[src/rtl/intc_pkg.sv]
package intc_pkg;

    typedef enum logic [1:0] {
        OP_WRITE = 2'd0,
        OP_CLEAR = 2'd1,
        OP_SET   = 2'd2,
        OP_NONE  = 2'd3
    } alias_op_e;

    localparam int CTRL_BASE   = 'h000;
    localparam int STAT_BASE   = 'h020;
    localparam int FLAG_BASE   = 'h040;
    localparam int EN_BASE     = 'h0C0;
    localparam int PRI_BASE    = 'h140;
    localparam int VOFF_BASE   = 'h540;
    localparam int BANK_STRIDE = 'h10;
    localparam int PRI_W       = 5;

    function automatic logic [31:0] apply_op(input logic [31:0] cur,
                                             input logic [31:0] wd,
                                             input alias_op_e op);
        logic [31:0] res;
        case (op)
            OP_WRITE: res = wd;
            OP_CLEAR: res = cur & ~wd;
            OP_SET:   res = cur | wd;
            default:  res = cur;
        endcase
        return res;
    endfunction

endpackage

[src/rtl/intc_ext_edge.sv]
module intc_ext_edge #(
    parameter int NUM_EXT = 8
) (
    input  logic               clk,
    input  logic               rst,
    input  logic [NUM_EXT-1:0] pin_i,
    input  logic [NUM_EXT-1:0] pol_i,
    output logic [NUM_EXT-1:0] event_o
);
    logic [NUM_EXT-1:0] s1_q, s2_q, s3_q;
    logic [1:0]         age_q;

    always_ff @(posedge clk) begin
        if (rst) begin
            s1_q  <= '0;
            s2_q  <= '0;
            s3_q  <= '0;
            age_q <= '0;
        end else begin
            s1_q <= pin_i;
            s2_q <= s1_q;
            s3_q <= s2_q;
            if (age_q != 2'd3) age_q <= age_q + 2'd1;
        end
    end

    for (genvar i = 0; i < NUM_EXT; i++) begin : g_pin
        assign event_o[i] = pol_i[i] ? (s2_q[i] & ~s3_q[i]) : (~s2_q[i] & s3_q[i]);

        // an event matches the selected edge in the pin's own history
        p_edge_dir_r9: assert property (@(posedge clk) disable iff (rst)
            (age_q == 2'd3) && event_o[i] |->
                (pol_i[i] ? ($past(pin_i[i], 2) && !$past(pin_i[i], 3))
                          : (!$past(pin_i[i], 2) && $past(pin_i[i], 3))));
    end

endmodule

[src/rtl/intc_flags.sv]
module intc_flags #(
    parameter int                    NUM_PERIPH = 64,
    parameter int                    NUM_EXT    = 8,
    parameter logic [NUM_PERIPH-1:0] LEVEL_MASK = '0
) (
    input  logic                          clk,
    input  logic                          rst,
    input  logic [NUM_PERIPH-1:0]         req_i,
    input  logic [NUM_EXT-1:0]            ext_event_i,
    input  logic [NUM_PERIPH+NUM_EXT-1:0] sw_we_i,
    input  logic [NUM_PERIPH+NUM_EXT-1:0] sw_val_i,
    output logic [NUM_PERIPH+NUM_EXT-1:0] flag_o
);
    localparam int TOTAL = NUM_PERIPH + NUM_EXT;

    logic [NUM_PERIPH-1:0] req_d_q;
    logic [TOTAL-1:0]      hw_set;
    logic [TOTAL-1:0]      flag_q;
    logic                  past_ok_q;

    for (genvar i = 0; i < NUM_PERIPH; i++) begin : g_periph
        if (LEVEL_MASK[i]) begin : g_held
            assign hw_set[i] = req_i[i];
            // a held line forces the flag on the next cycle
            p_held_persist_r8: assert property (@(posedge clk) disable iff (rst)
                past_ok_q && $past(req_i[i]) |-> flag_q[i]);
        end else begin : g_pulse
            assign hw_set[i] = req_i[i] & ~req_d_q[i];
            // a pulse flag only falls through a software write
            p_pulse_sticky_r7: assert property (@(posedge clk) disable iff (rst)
                past_ok_q && $past(flag_q[i]) && !$past(sw_we_i[i]) |-> flag_q[i]);
        end
    end

    for (genvar j = 0; j < NUM_EXT; j++) begin : g_ext
        assign hw_set[NUM_PERIPH+j] = ext_event_i[j];
        // external flags are pulse-type
        p_ext_sticky_r9: assert property (@(posedge clk) disable iff (rst)
            past_ok_q && $past(flag_q[NUM_PERIPH+j]) && !$past(sw_we_i[NUM_PERIPH+j])
                |-> flag_q[NUM_PERIPH+j]);
    end

    always_ff @(posedge clk) begin
        if (rst) begin
            flag_q    <= '0;
            req_d_q   <= '0;
            past_ok_q <= 1'b0;
        end else begin
            flag_q    <= ((sw_we_i & sw_val_i) | (~sw_we_i & flag_q)) | hw_set;
            req_d_q   <= req_i;
            past_ok_q <= 1'b1;
        end
    end

    assign flag_o = flag_q;

endmodule

[src/rtl/intc_arbiter.sv]
module intc_arbiter #(
    parameter int TOTAL = 72,
    parameter int SRC_W = 8
) (
    input  logic [TOTAL-1:0]       flag_i,
    input  logic [TOTAL-1:0]       en_i,
    input  logic [TOTAL*5-1:0]     prio_i,
    output logic                   any_o,
    output logic [SRC_W-1:0]       win_o,
    output logic [4:0]             win_prio_o
);
    logic [4:0]       best;
    logic [SRC_W-1:0] idx;
    logic [4:0]       key;

    always_comb begin
        best = '0;
        idx  = '0;
        key  = '0;
        for (int i = 0; i < TOTAL; i++) begin
            key = prio_i[i*5 +: 5];
            // strict compare keeps the lowest number on equal fields
            if (flag_i[i] && en_i[i] && (key[4:2] != 3'd0) && (key > best)) begin
                best = key;
                idx  = SRC_W'(i);
            end
        end
        any_o      = (best != 5'd0);
        win_o      = idx;
        win_prio_o = best;
    end

endmodule

[src/rtl/intc_top.sv]
module intc_top #(
    parameter int                    NUM_PERIPH = 64,
    parameter int                    NUM_EXT    = 8,
    parameter int                    VOFF_W     = 16,
    parameter int                    ADDR_W     = 12,
    parameter logic [NUM_PERIPH-1:0] LEVEL_MASK = 64'h0000_0000_FFFF_0000
) (
    input  logic                  clk,
    input  logic                  rst,
    input  logic [NUM_PERIPH-1:0] periph_req,
    input  logic [NUM_EXT-1:0]    ext_pin,
    input  logic                  bus_we,
    input  logic [ADDR_W-1:0]     bus_addr,
    input  logic [31:0]           bus_wdata,
    output logic [31:0]           bus_rdata,
    output logic                  irq_req,
    output logic [7:0]            irq_src,
    output logic [4:0]            irq_prio,
    output logic [VOFF_W-1:0]     irq_vec
);
    import intc_pkg::*;

    localparam int TOTAL  = NUM_PERIPH + NUM_EXT;
    localparam int NBANK  = (TOTAL + 31) / 32;
    localparam int NPRI   = (TOTAL + 3) / 4;
    localparam int SRC_W  = 8;

    logic [NUM_EXT-1:0] ctrl_q;
    logic [TOTAL-1:0]   en_q;
    logic [4:0]         prio_q [TOTAL];
    logic [VOFF_W-1:0]  voff_q [TOTAL];
    logic [TOTAL-1:0]   flag_vec;
    logic [TOTAL*5-1:0] prio_flat;
    logic [NUM_EXT-1:0] ext_event;

    logic               irq_req_q;
    logic [SRC_W-1:0]   irq_src_q;
    logic [4:0]         irq_prio_q;
    logic               arb_any;
    logic [SRC_W-1:0]   arb_win;
    logic [4:0]         arb_prio;

    // ---------------- address decode ----------------
    logic [31:0]  addr32;
    alias_op_e    op;
    logic         hit_ctrl, hit_stat, hit_flag, hit_en, hit_pri, hit_voff;
    int unsigned  flag_bank, en_bank, pri_idx, voff_idx;

    always_comb begin
        addr32    = 32'(bus_addr);
        op        = alias_op_e'(bus_addr[3:2]);
        hit_ctrl  = addr32 < 32'(CTRL_BASE + BANK_STRIDE);
        hit_stat  = (addr32 >= 32'(STAT_BASE)) && (addr32 < 32'(STAT_BASE + BANK_STRIDE));
        hit_flag  = (addr32 >= 32'(FLAG_BASE)) && (addr32 < 32'(FLAG_BASE + NBANK*BANK_STRIDE));
        hit_en    = (addr32 >= 32'(EN_BASE))   && (addr32 < 32'(EN_BASE + NBANK*BANK_STRIDE));
        hit_pri   = (addr32 >= 32'(PRI_BASE))  && (addr32 < 32'(PRI_BASE + NPRI*BANK_STRIDE));
        hit_voff  = (addr32 >= 32'(VOFF_BASE)) && (addr32 < 32'(VOFF_BASE + 4*TOTAL));
        flag_bank = (addr32 - 32'(FLAG_BASE)) >> 4;
        en_bank   = (addr32 - 32'(EN_BASE)) >> 4;
        pri_idx   = (addr32 - 32'(PRI_BASE)) >> 4;
        voff_idx  = (addr32 - 32'(VOFF_BASE)) >> 2;
    end

    // ---------------- register word views ----------------
    function automatic logic [31:0] bank_word(input logic [TOTAL-1:0] v, input int unsigned b);
        logic [31:0] w;
        w = '0;
        for (int k = 0; k < 32; k++) begin
            if (b*32 + k < TOTAL) w[k] = v[b*32 + k];
        end
        return w;
    endfunction

    logic [31:0] ctrl_cur, ctrl_new, flag_cur, flag_new, en_cur, en_new, pri_cur, pri_new;
    logic [31:0] status_word;

    always_comb begin
        ctrl_cur = 32'(ctrl_q);
        flag_cur = bank_word(flag_vec, flag_bank);
        en_cur   = bank_word(en_q, en_bank);
        pri_cur  = '0;
        for (int j = 0; j < 4; j++) begin
            if (pri_idx*4 + j < TOTAL) pri_cur[j*8 +: 5] = prio_q[pri_idx*4 + j];
        end
        ctrl_new = apply_op(ctrl_cur, bus_wdata, op);
        flag_new = apply_op(flag_cur, bus_wdata, op);
        en_new   = apply_op(en_cur, bus_wdata, op);
        pri_new  = apply_op(pri_cur, bus_wdata, op);
        status_word = {15'd0, irq_req_q, 3'd0, irq_prio_q, irq_src_q};
    end

    // ---------------- software flag writes ----------------
    logic [TOTAL-1:0] sw_we, sw_val;

    always_comb begin
        for (int n = 0; n < TOTAL; n++) begin
            sw_we[n]  = bus_we && hit_flag && (n/32 == flag_bank);
            sw_val[n] = flag_new[n%32];
        end
    end

    // ---------------- configuration registers ----------------
    always_ff @(posedge clk) begin
        if (rst) begin
            ctrl_q <= '0;
            en_q   <= '0;
            for (int n = 0; n < TOTAL; n++) begin
                prio_q[n] <= '0;
                voff_q[n] <= '0;
            end
        end else if (bus_we) begin
            if (hit_ctrl) ctrl_q <= ctrl_new[NUM_EXT-1:0];
            for (int n = 0; n < TOTAL; n++) begin
                if (hit_en && (n/32 == en_bank))   en_q[n]   <= en_new[n%32];
                if (hit_pri && (n/4 == pri_idx))   prio_q[n] <= pri_new[(n%4)*8 +: 5];
                if (hit_voff && (n == voff_idx))   voff_q[n] <= bus_wdata[VOFF_W-1:0];
            end
        end
    end

    // ---------------- read mux ----------------
    always_comb begin
        bus_rdata = '0;
        if (hit_ctrl)      bus_rdata = ctrl_cur;
        else if (hit_stat) bus_rdata = status_word;
        else if (hit_flag) bus_rdata = flag_cur;
        else if (hit_en)   bus_rdata = en_cur;
        else if (hit_pri)  bus_rdata = pri_cur;
        else if (hit_voff) bus_rdata = 32'(voff_q[voff_idx]);
    end

    // ---------------- submodules ----------------
    intc_ext_edge #(.NUM_EXT(NUM_EXT)) u_ext (
        .clk     (clk),
        .rst     (rst),
        .pin_i   (ext_pin),
        .pol_i   (ctrl_q),
        .event_o (ext_event)
    );

    intc_flags #(
        .NUM_PERIPH (NUM_PERIPH),
        .NUM_EXT    (NUM_EXT),
        .LEVEL_MASK (LEVEL_MASK)
    ) u_flags (
        .clk         (clk),
        .rst         (rst),
        .req_i       (periph_req),
        .ext_event_i (ext_event),
        .sw_we_i     (sw_we),
        .sw_val_i    (sw_val),
        .flag_o      (flag_vec)
    );

    for (genvar n = 0; n < TOTAL; n++) begin : g_pflat
        assign prio_flat[n*5 +: 5] = prio_q[n];
    end

    intc_arbiter #(.TOTAL(TOTAL), .SRC_W(SRC_W)) u_arb (
        .flag_i     (flag_vec),
        .en_i       (en_q),
        .prio_i     (prio_flat),
        .any_o      (arb_any),
        .win_o      (arb_win),
        .win_prio_o (arb_prio)
    );

    // ---------------- registered selection ----------------
    always_ff @(posedge clk) begin
        if (rst) begin
            irq_req_q  <= 1'b0;
            irq_src_q  <= '0;
            irq_prio_q <= '0;
        end else begin
            irq_req_q  <= arb_any;
            irq_src_q  <= arb_win;
            irq_prio_q <= arb_prio;
        end
    end

    assign irq_req  = irq_req_q;
    assign irq_src  = irq_src_q;
    assign irq_prio = irq_prio_q;
    assign irq_vec  = voff_q[irq_src_q];

    // reported source always exists
    p_src_range_r6: assert property (@(posedge clk) disable iff (rst)
        irq_req_q |-> (32'(irq_src_q) < 32'(TOTAL)));

    // a reported winner never has a zero major level
    p_major_nonzero_r4: assert property (@(posedge clk) disable iff (rst)
        irq_req_q |-> (irq_prio_q[4:2] != 3'd0));

    // idle selection reads as all zero
    p_idle_zero_r6: assert property (@(posedge clk) disable iff (rst)
        !irq_req_q |-> (irq_src_q == '0) && (irq_prio_q == '0));

endmodule

[config.mk]
export PLATFORM = sky130hd
export DESIGN_NAME = intc_top
export DESIGN_NICKNAME = d
export VERILOG_FILES = /design/src/rtl/intc_pkg.sv /design/src/rtl/intc_ext_edge.sv /design/src/rtl/intc_flags.sv /design/src/rtl/intc_arbiter.sv /design/src/rtl/intc_top.sv
export SDC_FILE = /design/constraint.sdc
export NUM_CORES = 2
export LEC_CHECK = 0
export BUFFER_PORTS_ARGS = -buffer_cell sky130_fd_sc_hd__clkbuf_2
export CAP_MARGIN = 20
export CORE_UTILIZATION = 40
export CTS_BUF_LIST = sky130_fd_sc_hd__clkbuf_4
export DETAILED_ROUTE_END_ITERATION = 8
export GPL_TIMING_DRIVEN = 0
export HOLD_SLACK_MARGIN = 0.15
export MAX_ROUTING_LAYER = met4
export PLACE_DENSITY = 0.64
export SLEW_MARGIN = 40
export SYNTH_ARGS = -nofsm -noshare
export SYNTH_HDL_FRONTEND = slang
export SYNTH_SLANG_ARGS = --single-unit
[constraint.sdc]
create_clock -name clk -period 152.4 [get_ports clk]
set_input_delay 22.86 -clock clk [delete_from_list [all_inputs] [get_ports clk]]
set_output_delay 22.86 -clock clk [all_outputs]
set_load 0.01 [all_outputs]
==> out/results.ini <==
[outcome]
status=complete, no violations

[power_and_ir_drop]
p_leak_nw=43.11
ir_worst_vdd_mv=0.008011
power_density_mw_per_mm2=9.475
power_mw=1.154

[timing]
fin_ws_ns=19.03
grt_setup_unrepaired=no
hold_ws_ns=0.4399
slew_headroom=0.3534
clock.fmax_ghz=0.007498
finalSetupViolCount=0
fin_tns_setup_ns=0
skew_ns=0.2076
worst_pin_slew_ns=0.9699
fin_crit_sh=0.8751
slew_violations=0
period_needed_ns=133.37
final_hold_viol_count=0

[run]
drv_cap=0

[finish]
drive_gt1_frac=0.2821
layout_commonest_cell=nor2_1
n_fill_cell=25478
final_util=0.4504
mostFrequentLayoutCells=1855 x nor2_1, 1512 x edfxtp_1, 834 x mux4_2
design_area_sq_mm=0.1218
stdcell_count=13906
layout.nets=10279
syn_to_final_growth_pct=12.00

[die]
initial_core_util=0.4021
core_sq_mm=0.2705
rows=191
io_pins=181
dieArea_sq_mm=0.2740
die_h_um=523.5
die_x_um=523.5

[synthesis]
synth_area_per_cell_sq_um=11.77
ys_seq_elements=1749
synth-async-reset-ratio=0
synth_nets=9589
synth_cell_types=203
synth-seq-area-share=0.4610
synth_ff_type=edfxtp_1
synthesis.area_sq_mm=0.1088
synth_edf_count=1512
synthesis.instances=9241
yosysWarnings=0

[placed_design]
dpl_cell_area_sq_mm=0.1155
dp_slack_ns=20.43
numPortBuffers=173
dp.cells=13021
gp_congestion=1.065
dp_hpwl_um=404500

[setup_path]
startpoint=prio_q[0][3]
cp-start-kind=flop
slowest_delay_ns=0.73
rrSetupSlack_ns=19.03
timing.critical_path.mode_cell=ha_1
critical_path.endpoint=irq_prio[3]
worst_path_max_delay_cell=a221oi_1
rr_worst_depth=592
criticalPathCategory=reg -> reg
critPathMaxFanout=10
crit_arrival_ns=134.46
worst_ep_required_time_ns=153.49
reg2reg_to=irq_prio[3]
cp-end-kind=flop
reg2reg_from=prio_q[0][3]

[global_route]
grt_max_degree=23
grt_pass1_vias=86081
grt_overflow=0
antenna_found_initial=41
track_usage=0.3757
grt_pass1_wl_um=683800

[route]
wl_um=509400
ant_nets=0
vias_per_cell=6.467
vias=89934
first_pass_iters=6
wl_per_cell_um=36.63
drt-initial-drc-count=12079
drc_errors=0

[clock_tree]
cts_sinks=1749
cts_hold_buf=0
postCtsSetupBuffers=0
postCtsResizedCells=0
cts_tree=done
clk_pin_slew_ns=0.07
clockRootBuffer=clkbuf_4
cts_buffers=476
cts_htree_levels=5
clockBufferDepth=4
insertion_delay_ns=1.43

[min_path]
hold_path_depth=1
hold_class=reg -> reg

[cells in the mapped netlist (all sizes together) (48+ instances only)]
| master | number | share of area |
|---|---|---|
| inv | 292 | 0.010 |
| nand2b | 181 | 0.010 |
| dfxtp | 237 | 0.044 |
| mux2 | 111 | 0.012 |
| nand4 | 48 | 0.0029 |
| clkbuf | 548 | 0.023 |
| a21o | 48 | 0.0036 |
| a31oi | 103 | 0.0065 |
| nand3 | 115 | 0.0057 |
| mux4 | 836 | 0.17 |
| mux2i | 198 | 0.020 |
| and2 | 95 | 0.0061 |
| a211oi | 106 | 0.0082 |
| o21ai | 251 | 0.012 |
| ha | 229 | 0.026 |
| o311ai | 57 | 0.0049 |
| nand2 | 692 | 0.025 |
| o211ai | 71 | 0.0055 |
| nor2 | 1883 | 0.065 |
| buf | 156 | 0.0088 |
| edfxtp | 1512 | 0.42 |
| nor2b | 122 | 0.0070 |
| a21oi | 326 | 0.016 |
| nor3 | 93 | 0.0044 |
[kinds of logic (layout without fill, tap and decap cells)]
| logic type | Yosys count | in the layout | share of synthesized area |
|---|---|---|---|
| DFF | 1749 | 1749 | 0.4610 |
| muxes | 1145 | 1145 | 0.2049 |
| other | 1 | 31 | 0.00003447 |
| and+or+nand+nor | 3534 | 3534 | 0.1495 |
| xor gates and xnor gates | 53 | 53 | 0.004543 |
| buffers and inverters | 1022 | 2087 | 0.04590 |
| adders and majority gates | 238 | 238 | 0.02718 |
| AOI/OAI and AO/OA | 1499 | 1499 | 0.1069 |
[area by class of cell]
class,instances,area (sq um),area share
clock buffers,717,5383,0.04418
well taps,3570,4467,0.03666
repair buffers,212,1575,0.01293
clock inverters,136,799.5,0.006562
diodes,30,75.07,0.0006161
flip-flops and latches,1749,50150,0.4116
plain buffers,728,4228,0.03470
inverters,294,1104,0.009057
multi-input cells,6470,54060,0.4437
[flip-flops by register name (all words and copies together) (netlist names)]
name / count
u_flags.req_d_q: 48
ctrl_q: 8
irq_prio: 5
u_ext.s2_q: 8
u_ext.s1_q: 8
u_flags.flag_o: 72
prio_q: 360
voff_q: 1152
irq_req: 1
u_ext.s3_q: 8
en_q: 72
irq_src: 7
[power by group]
group	leakage [nW]	switching, mW	total (mW)	internal (mW)
Combinational	22.8	0.0954	0.147	0.0518
Clock	3.71	0.219	0.446	0.227
Sequential	16.6	0.0197	0.562	0.542
[per-layer routing]
layer  vias to the layer above  wire length (um)  global-route usage  part of all wire
li1                      36796                 -                   -                 -
met1                     45290            178000              0.4217              0.35
met2                      6080            231900              0.5756              0.46
met3                      1768             42840             0.06376             0.084
met4                         0             56600              0.3420              0.11
met5                         -                 0                   -                 0
[worst min path at each step]
stage,startpoint,end,slack [ns]
after floorplan,u_ext.s1_q[0],u_ext.s2_q[0],0.41
after global placement,u_ext.s1_q[6],u_ext.s2_q[6],0.42
after detailed placement,u_ext.s1_q[5],u_ext.s2_q[5],0.43
after CTS,u_ext.s1_q[5],u_ext.s2_q[5],0.45
after global routing,u_ext.s1_q[5],u_ext.s2_q[5],0.47
final,u_ext.s1_q[1],u_ext.s2_q[1],0.44
[critical path: cells and delay by family (launching register included)]
kind | cells | cell delay (ns)
buffers and inverters | 56 | 8.96
AOI/OAI and AO/OA | 250 | 57.91
and+or+nand+nor | 187 | 34.02
adders and majority gates | 72 | 23.90
muxes | 27 | 7.56
DFF | 1 | 0.48
(Power assumes the default switching activity.)
